$ cat src/rtl/bitop_pkg.sv
package bitop_pkg;
  localparam int unsigned BYTE_W = 8;
  localparam int unsigned IDX_W  = $clog2(BYTE_W);

  typedef enum logic [2:0] {
    ST_IDLE, ST_READ, ST_EXEC, ST_HOLD, ST_DONE
  } bitop_state_e;

  typedef enum logic [1:0] {
    KIND_BRANCH, KIND_SET, KIND_NONE
  } bitop_kind_e;

  typedef struct packed {
    bitop_kind_e      kind;
    logic             on_one;
    logic [IDX_W-1:0] idx;
  } bitop_dec_t;
endpackage

$ cat src/rtl/bitop_decode.sv
module bitop_decode
  import bitop_pkg::*;
(
  input  logic [7:0] opcode,
  output bitop_dec_t dec
);
  always_comb begin
    dec.idx    = opcode[IDX_W:1];
    dec.on_one = ~opcode[0];
    if (opcode[7:5] != 3'b000)
      dec.kind = KIND_NONE;
    else if (!opcode[4])
      dec.kind = KIND_BRANCH;
    else if (!opcode[0])
      dec.kind = KIND_SET;
    else
      dec.kind = KIND_NONE;
  end
endmodule

$ cat src/rtl/bitop_path.sv
module bitop_path
  import bitop_pkg::*;
#(
  parameter int unsigned PC_W = 16
) (
  input  logic [BYTE_W-1:0] rdata,
  input  logic [IDX_W-1:0]  idx,
  input  logic              on_one,
  input  logic [PC_W-1:0]   pc,
  input  logic [7:0]        disp,
  output logic              bit_val,
  output logic [PC_W-1:0]   br_pc,
  output logic [PC_W-1:0]   set_pc,
  output logic [BYTE_W-1:0] wdata
);
  localparam int unsigned EXT_W = PC_W - 8;
  logic [BYTE_W-1:0] mask;
  logic              taken;
  logic [PC_W-1:0]   offs;

  for (genvar i = 0; i < BYTE_W; i++) begin : g_mask
    assign mask[i] = (idx == IDX_W'(i));
  end

  assign bit_val = |(rdata & mask);
  assign taken   = on_one ? bit_val : ~bit_val;
  assign offs    = taken ? {{EXT_W{disp[7]}}, disp} : '0;
  assign br_pc   = pc + PC_W'(3) + offs;
  assign set_pc  = pc + PC_W'(2);
  assign wdata   = rdata | mask;
endmodule

$ cat src/rtl/bitop_seq.sv
module bitop_seq
  import bitop_pkg::*;
(
  input  logic clk,
  input  logic rst_n,
  input  logic accept,
  input  logic is_branch,
  output logic idle,
  output logic rd_cyc,
  output logic exec_cyc,
  output logic done
);
  bitop_state_e st, st_nx;

  always_comb begin
    st_nx = st;
    case (st)
      ST_IDLE: if (accept) st_nx = ST_READ;
      ST_READ: st_nx = ST_EXEC;
      ST_EXEC: st_nx = is_branch ? ST_HOLD : ST_DONE;
      ST_HOLD: st_nx = ST_DONE;
      ST_DONE: st_nx = ST_IDLE;
      default: st_nx = ST_IDLE;
    endcase
  end

  always_ff @(posedge clk) begin
    if (!rst_n) st <= ST_IDLE;
    else        st <= st_nx;
  end

  assign idle     = (st == ST_IDLE);
  assign rd_cyc   = (st == ST_READ);
  assign exec_cyc = (st == ST_EXEC);
  assign done     = (st == ST_DONE);


  done_single_chk: assert property (@(posedge clk) disable iff (!rst_n)
    done |=> !done);

  idle_after_done_chk: assert property (@(posedge clk) disable iff (!rst_n)
    done |=> idle);
endmodule

$ cat src/rtl/bitop_unit.sv
module bitop_unit
  import bitop_pkg::*;
#(
  parameter int unsigned PC_W   = 16,
  parameter int unsigned ADDR_W = 16
) (
  input  logic              clk,
  input  logic              rst_n,
  input  logic              cmd_valid,
  output logic              cmd_ready,
  input  logic [7:0]        cmd_opcode,
  input  logic [7:0]        cmd_dir,
  input  logic [7:0]        cmd_disp,
  input  logic [PC_W-1:0]   cmd_pc,
  input  logic              cmd_carry,
  output logic [ADDR_W-1:0] mem_addr,
  output logic              mem_rd,
  output logic              mem_wr,
  output logic [BYTE_W-1:0] mem_wdata,
  input  logic [BYTE_W-1:0] mem_rdata,
  output logic [PC_W-1:0]   pc_out,
  output logic              carry_out,
  output logic              done
);
  localparam int unsigned HI_W = ADDR_W - 8;

  bitop_dec_t        dec_in, dec_q;
  logic [7:0]        dir_q, disp_q;
  logic [PC_W-1:0]   pc_q;
  logic              cin_q;
  logic              accept, idle, rd_cyc, exec_cyc;
  logic              bit_val;
  logic [PC_W-1:0]   br_pc, set_pc;
  logic [BYTE_W-1:0] wdata;
  logic [2:0]        age;

  bitop_decode u_dec (.opcode(cmd_opcode), .dec(dec_in));

  assign accept    = cmd_valid & idle;
  assign cmd_ready = idle;

  always_ff @(posedge clk) begin
    if (!rst_n) begin
      dec_q  <= '{kind: KIND_NONE, on_one: 1'b0, idx: '0};
      dir_q  <= '0;
      disp_q <= '0;
      pc_q   <= '0;
      cin_q  <= 1'b0;
    end else if (accept) begin
      dec_q  <= dec_in;
      dir_q  <= cmd_dir;
      disp_q <= cmd_disp;
      pc_q   <= cmd_pc;
      cin_q  <= cmd_carry;
    end
  end

  bitop_seq u_seq (
    .clk(clk), .rst_n(rst_n), .accept(accept),
    .is_branch(dec_q.kind == KIND_BRANCH),
    .idle(idle), .rd_cyc(rd_cyc), .exec_cyc(exec_cyc), .done(done)
  );

  bitop_path #(.PC_W(PC_W)) u_path (
    .rdata(mem_rdata), .idx(dec_q.idx), .on_one(dec_q.on_one),
    .pc(pc_q), .disp(disp_q), .bit_val(bit_val),
    .br_pc(br_pc), .set_pc(set_pc), .wdata(wdata)
  );

  assign mem_addr  = {{HI_W{1'b0}}, dir_q};
  assign mem_rd    = rd_cyc;
  assign mem_wr    = exec_cyc & (dec_q.kind == KIND_SET);
  assign mem_wdata = wdata;

  always_ff @(posedge clk) begin
    if (!rst_n) begin
      pc_out    <= '0;
      carry_out <= 1'b0;
    end else if (exec_cyc) begin
      case (dec_q.kind)
        KIND_BRANCH: begin pc_out <= br_pc;  carry_out <= bit_val; end
        KIND_SET:    begin pc_out <= set_pc; carry_out <= cin_q;   end
        default:     begin pc_out <= pc_q;   carry_out <= cin_q;   end
      endcase
    end
  end

  always_ff @(posedge clk) begin
    if (!rst_n)       age <= '0;
    else if (accept)  age <= 3'd1;
    else if (!idle && age != 3'd7) age <= age + 3'd1;
  end


  cycle_count_chk: assert property (@(posedge clk) disable iff (!rst_n)
    done |-> (age == ((dec_q.kind == KIND_BRANCH) ? 3'd4 : 3'd3)));

  write_after_read_chk: assert property (@(posedge clk) disable iff (!rst_n)
    mem_wr |-> $past(mem_rd));

  only_set_bits_chk: assert property (@(posedge clk) disable iff (!rst_n)
    mem_wr |-> (((mem_wdata & mem_rdata) == mem_rdata) &&
                ($countones(mem_wdata ^ mem_rdata) <= 1)));

  busy_not_ready_chk: assert property (@(posedge clk) disable iff (!rst_n)
    (mem_rd || mem_wr || done) |-> !cmd_ready);

  rd_wr_excl_chk: assert property (@(posedge clk) disable iff (!rst_n)
    !(mem_rd && mem_wr));
endmodule

$ cat config.mk
export PLATFORM = sky130hd
export DESIGN_NAME = bitop_unit
export DESIGN_NICKNAME = d
export VERILOG_FILES = /design/src/rtl/bitop_pkg.sv /design/src/rtl/bitop_decode.sv /design/src/rtl/bitop_path.sv /design/src/rtl/bitop_seq.sv /design/src/rtl/bitop_unit.sv
export SDC_FILE = /design/constraint.sdc
export NUM_CORES = 1
export LEC_CHECK = 0
export ABC_AREA = 1
export BUFFER_PORTS_ARGS = -buffer_cell sky130_fd_sc_hd__buf_2
export CAP_MARGIN = 5
export CORE_MARGIN = 1.5
export CORE_UTILIZATION = 48
export DETAILED_ROUTE_END_ITERATION = 10
export GPL_ROUTABILITY_DRIVEN = 0
export PLACE_DENSITY = 0.76
export SLEW_MARGIN = 25
export SYNTH_ARGS = -nofsm -noshare
export SYNTH_HDL_FRONTEND = slang
export SYNTH_SLANG_ARGS = --single-unit
$ cat constraint.sdc
create_clock -name clk -period 3.37 [get_ports clk]
set_clock_uncertainty 0.1 [all_clocks]
set_input_delay 0.5055 -clock clk [delete_from_list [all_inputs] [get_ports clk]]
set_output_delay 0.5055 -clock clk [all_outputs]
set_load 0.03 [all_outputs]
==> run metrics <==
run status=finished, final reports clean; global-route wire length before repair=17.6 mm; Async SR Flop Fraction=0; post-route ant nets=0; final setup fails=0; main combinational cell family by area after synthesis=simple AND/OR/NAND/NOR gates; mapped cell area=3820 sq um; Post-synth EDFFs=0; H-tree depth=3; final worst slack=approximately 290 ps; simple-gate share of the synthesized area=0.272; DRC=0; DRT iter0 DRCs=~270; Worst R2R Start=dec_q[1]; CP arrival=3220 ps; initial antenna violation count=0; vias in the first global route=3898; core area=7730 sq um; fraction of layout cells with a size suffix above 1=0.225; CTS max path bufs=2; sequential area share after synthesis=0.309; Synth Area in Adders=0.0772; Max Transition Viols Final=0; Layout area overhead=18.9%; CTS tree=done; clock tree root driver cell=clkbuf_8; mux contribution to synthesized area=0; aggregate global routing overflow=0; top-area cell type share of the netlist area=0.309; GRT Resource Usage Total=0.258; overall via count from detail_route=4126; CP Capture Point=pc_out[15]; PD cells=513 nW/um^2; Compound-Gate Fraction of Synth Area=0.229; Post-Syn Instances=562; hold_buf cts=0; Die Wd=92.3 um; startpoint types=flip-flop; area occupied by multi-input gates=2320 sq um; Clock transition at path regs=70 ps; full die area=8510 sq um; Antenna diodes=0; Yosys top cell by area=dfxtp_1; Reg area=approximately 1200 sq um; R2R Setup Slk=approximately 290 ps; Port-buffer cells=just under 90; Avg WL per Cell=14.4 um; pre-CTS WS=~15 ps; R2R cell count=23; vias per cell=5.49; Critical Path RT=3510 ps; Clock Sinks=59; Crit. End Element=flip-flop; ys flop type=dfxtp_1; # Max-Cap Violations=0; Avg Cell Area, Syn=6.81 sq um; Synth Register Bits=59; worst slew pin tran=roughly 790 ps; I/O pins=between 90 and 100; final WL=10.8 mm; RR Endpoint=pc_out[15]; Slew HR=0.472; largest net degree at the start of global routing=62; Final Hold Fails=0; Starting Density=0.495; Util after Layout=0.589; top post-synthesis cells by count=nand2_1 (107), a21oi_1 (77), dfxtp_1 (59); Final min period=3080 ps; Final period util=0.913; Peak VDD IR=328 uV; Clk Latency, worst-skew pair=between 300 and 400 ps; YS warnings=0; Hold WC Path Type=in -> reg; final net count=around 720; worst setup path startpoint=dec_q[1]; fmax=325 MHz; Fillers=749; TritonCTS buffer count=9; leakage power=~2.1 nW; XOR/XNOR Fraction of Synth Area=0.0183; Die Y=92.3 um; dpl hpwl=7.88 mm; DRT Pass-1 Iters=5; row count=32; most numerous cell in the Yosys netlist=nand2_1; Yosys cell types=41; critical path class=reg -> reg; ranking of synthesized cells by area=dfxtp_1 (31%), nand2_1 (11%), a21oi_1 (10%); CP Max Fanout=10
[where the power goes]
group | switching [mW] | internal (mW) | total, mW
Combinational | 0.505 | 0.237 | 0.743
Clock | 0.308 | 0.421 | 0.729
Sequential | 0.0837 | 0.778 | 0.862
Total | 0.897 | 1.44 | 2.33
[metal layers]
metal | vias to the layer above | wire (um) | GRT usage
li1 | 2061 | - | -
met1 | 1890 | 4790 | 0.328
met2 | 149 | 5150 | 0.425
met3 | 26 | 585 | 0.0431
met4 | 0 | 257 | 0.119
met5 | - | 0 | 0
[cell usage in the layout, fill, tap and decap left out, types with 4 or more instances in the layout]
| cell | count |
|---|---|
| inv_1 | 47 |
| nand3b_1 | 4 |
| conb_1 | 8 |
| dfxtp_1 | 56 |
| nor2_1 | 43 |
| clkbuf_8 | 9 |
| a21oi_1 | 77 |
| buf_4 | 4 |
| nand3_1 | 33 |
| o21ai_0 | 56 |
| nand4_1 | 14 |
| buf_2 | 88 |
| nand2_2 | 6 |
| a31o_2 | 6 |
| ha_1 | 22 |
| xor2_1 | 7 |
| inv_2 | 6 |
| nor3_1 | 6 |
| nand2_1 | 104 |
| a31oi_1 | 10 |
[worst min path at each step]
| stage | slack (ps) | to | depth (start not counted) | start |
|---|---|---|---|---|
| 5_1_grt | 290 | dir_q[0] | 3 | cmd_dir[0] |
| 2_1_floorplan | 330 | disp_q[2] | 2 | disp_q[2] |
| 3_5_place_dp | 350 | dir_q[5] | 2 | dir_q[5] |
| 3_3_place_gp | 350 | disp_q[3] | 2 | disp_q[3] |
| 6_report | 310 | dir_q[5] | 3 | cmd_dir[5] |
| 4_1_cts | 290 | dir_q[5] | 3 | cmd_dir[5] |
[flip-flops by register name, summed over array words and instances (netlist names)]
register / flops
pc_out: 16
pc_q: 16
dir_q: 8
disp_q: 8
dec_q: 6
u_seq.st: 3
carry_out: 1
cin_q: 1
[critical path: stages (launching register included)]
cell and delay (ps):
dfxtp_4 420, inv_2 80, nand4_1 80, nand2_1 80, nor2_1 160, nand3_1 110
nand2_2 100, nand2_1 60, ha_1 270, inv_1 40, ha_1 230, fa_2 360
nand3_1 110, nand3_2 110, nand2_2 100, nand2_1 90, nand2_2 90, nand2_1 50
nand2_1 60, nand2_1 60, inv_1 50, nand2_1 50, nand2_1 80, a21oi_2 50
[repair_timing]
item / 4_1_cts / 5_1_grt
buffers inserted: 0 / 0
endpoints found under the hold margin: 0 / 0
setup endpoints to repair: 0 / 10
gates resized for setup: 0 / 13
[metrics by stage]
step	hold slack (ps)	TNS, ps	instance area (sq um)	power, mW	instances
after floorplan	330	0	3850	1.42	569
after global placement	348	0	4300	1.58	735
after detailed placement	353	0	4300	1.60	735
after CTS	291	0	4520	2.33	751
after global routing	294	-1.09	4550	2.47	751
final	306	0	4550	2.33	751
[cells by family after synthesis]
group	Yosys count
fa+ha+maj	23
other cells	1
compound gates	162
buf+inv	83
flops	59
xor+xnor	8
simple gates	226
[final cells by class]
class / count / share of cell area
multi-input cells: 427 / 0.511
flip-flops and latches: 59 / 0.262
repair buffers: 92 / 0.103
inverters: 55 / 0.0459
well taps: 102 / 0.0281
clock buffers: 9 / 0.0272
clock inverters: 7 / 0.0220
Power figures use the tool's default switching activity.
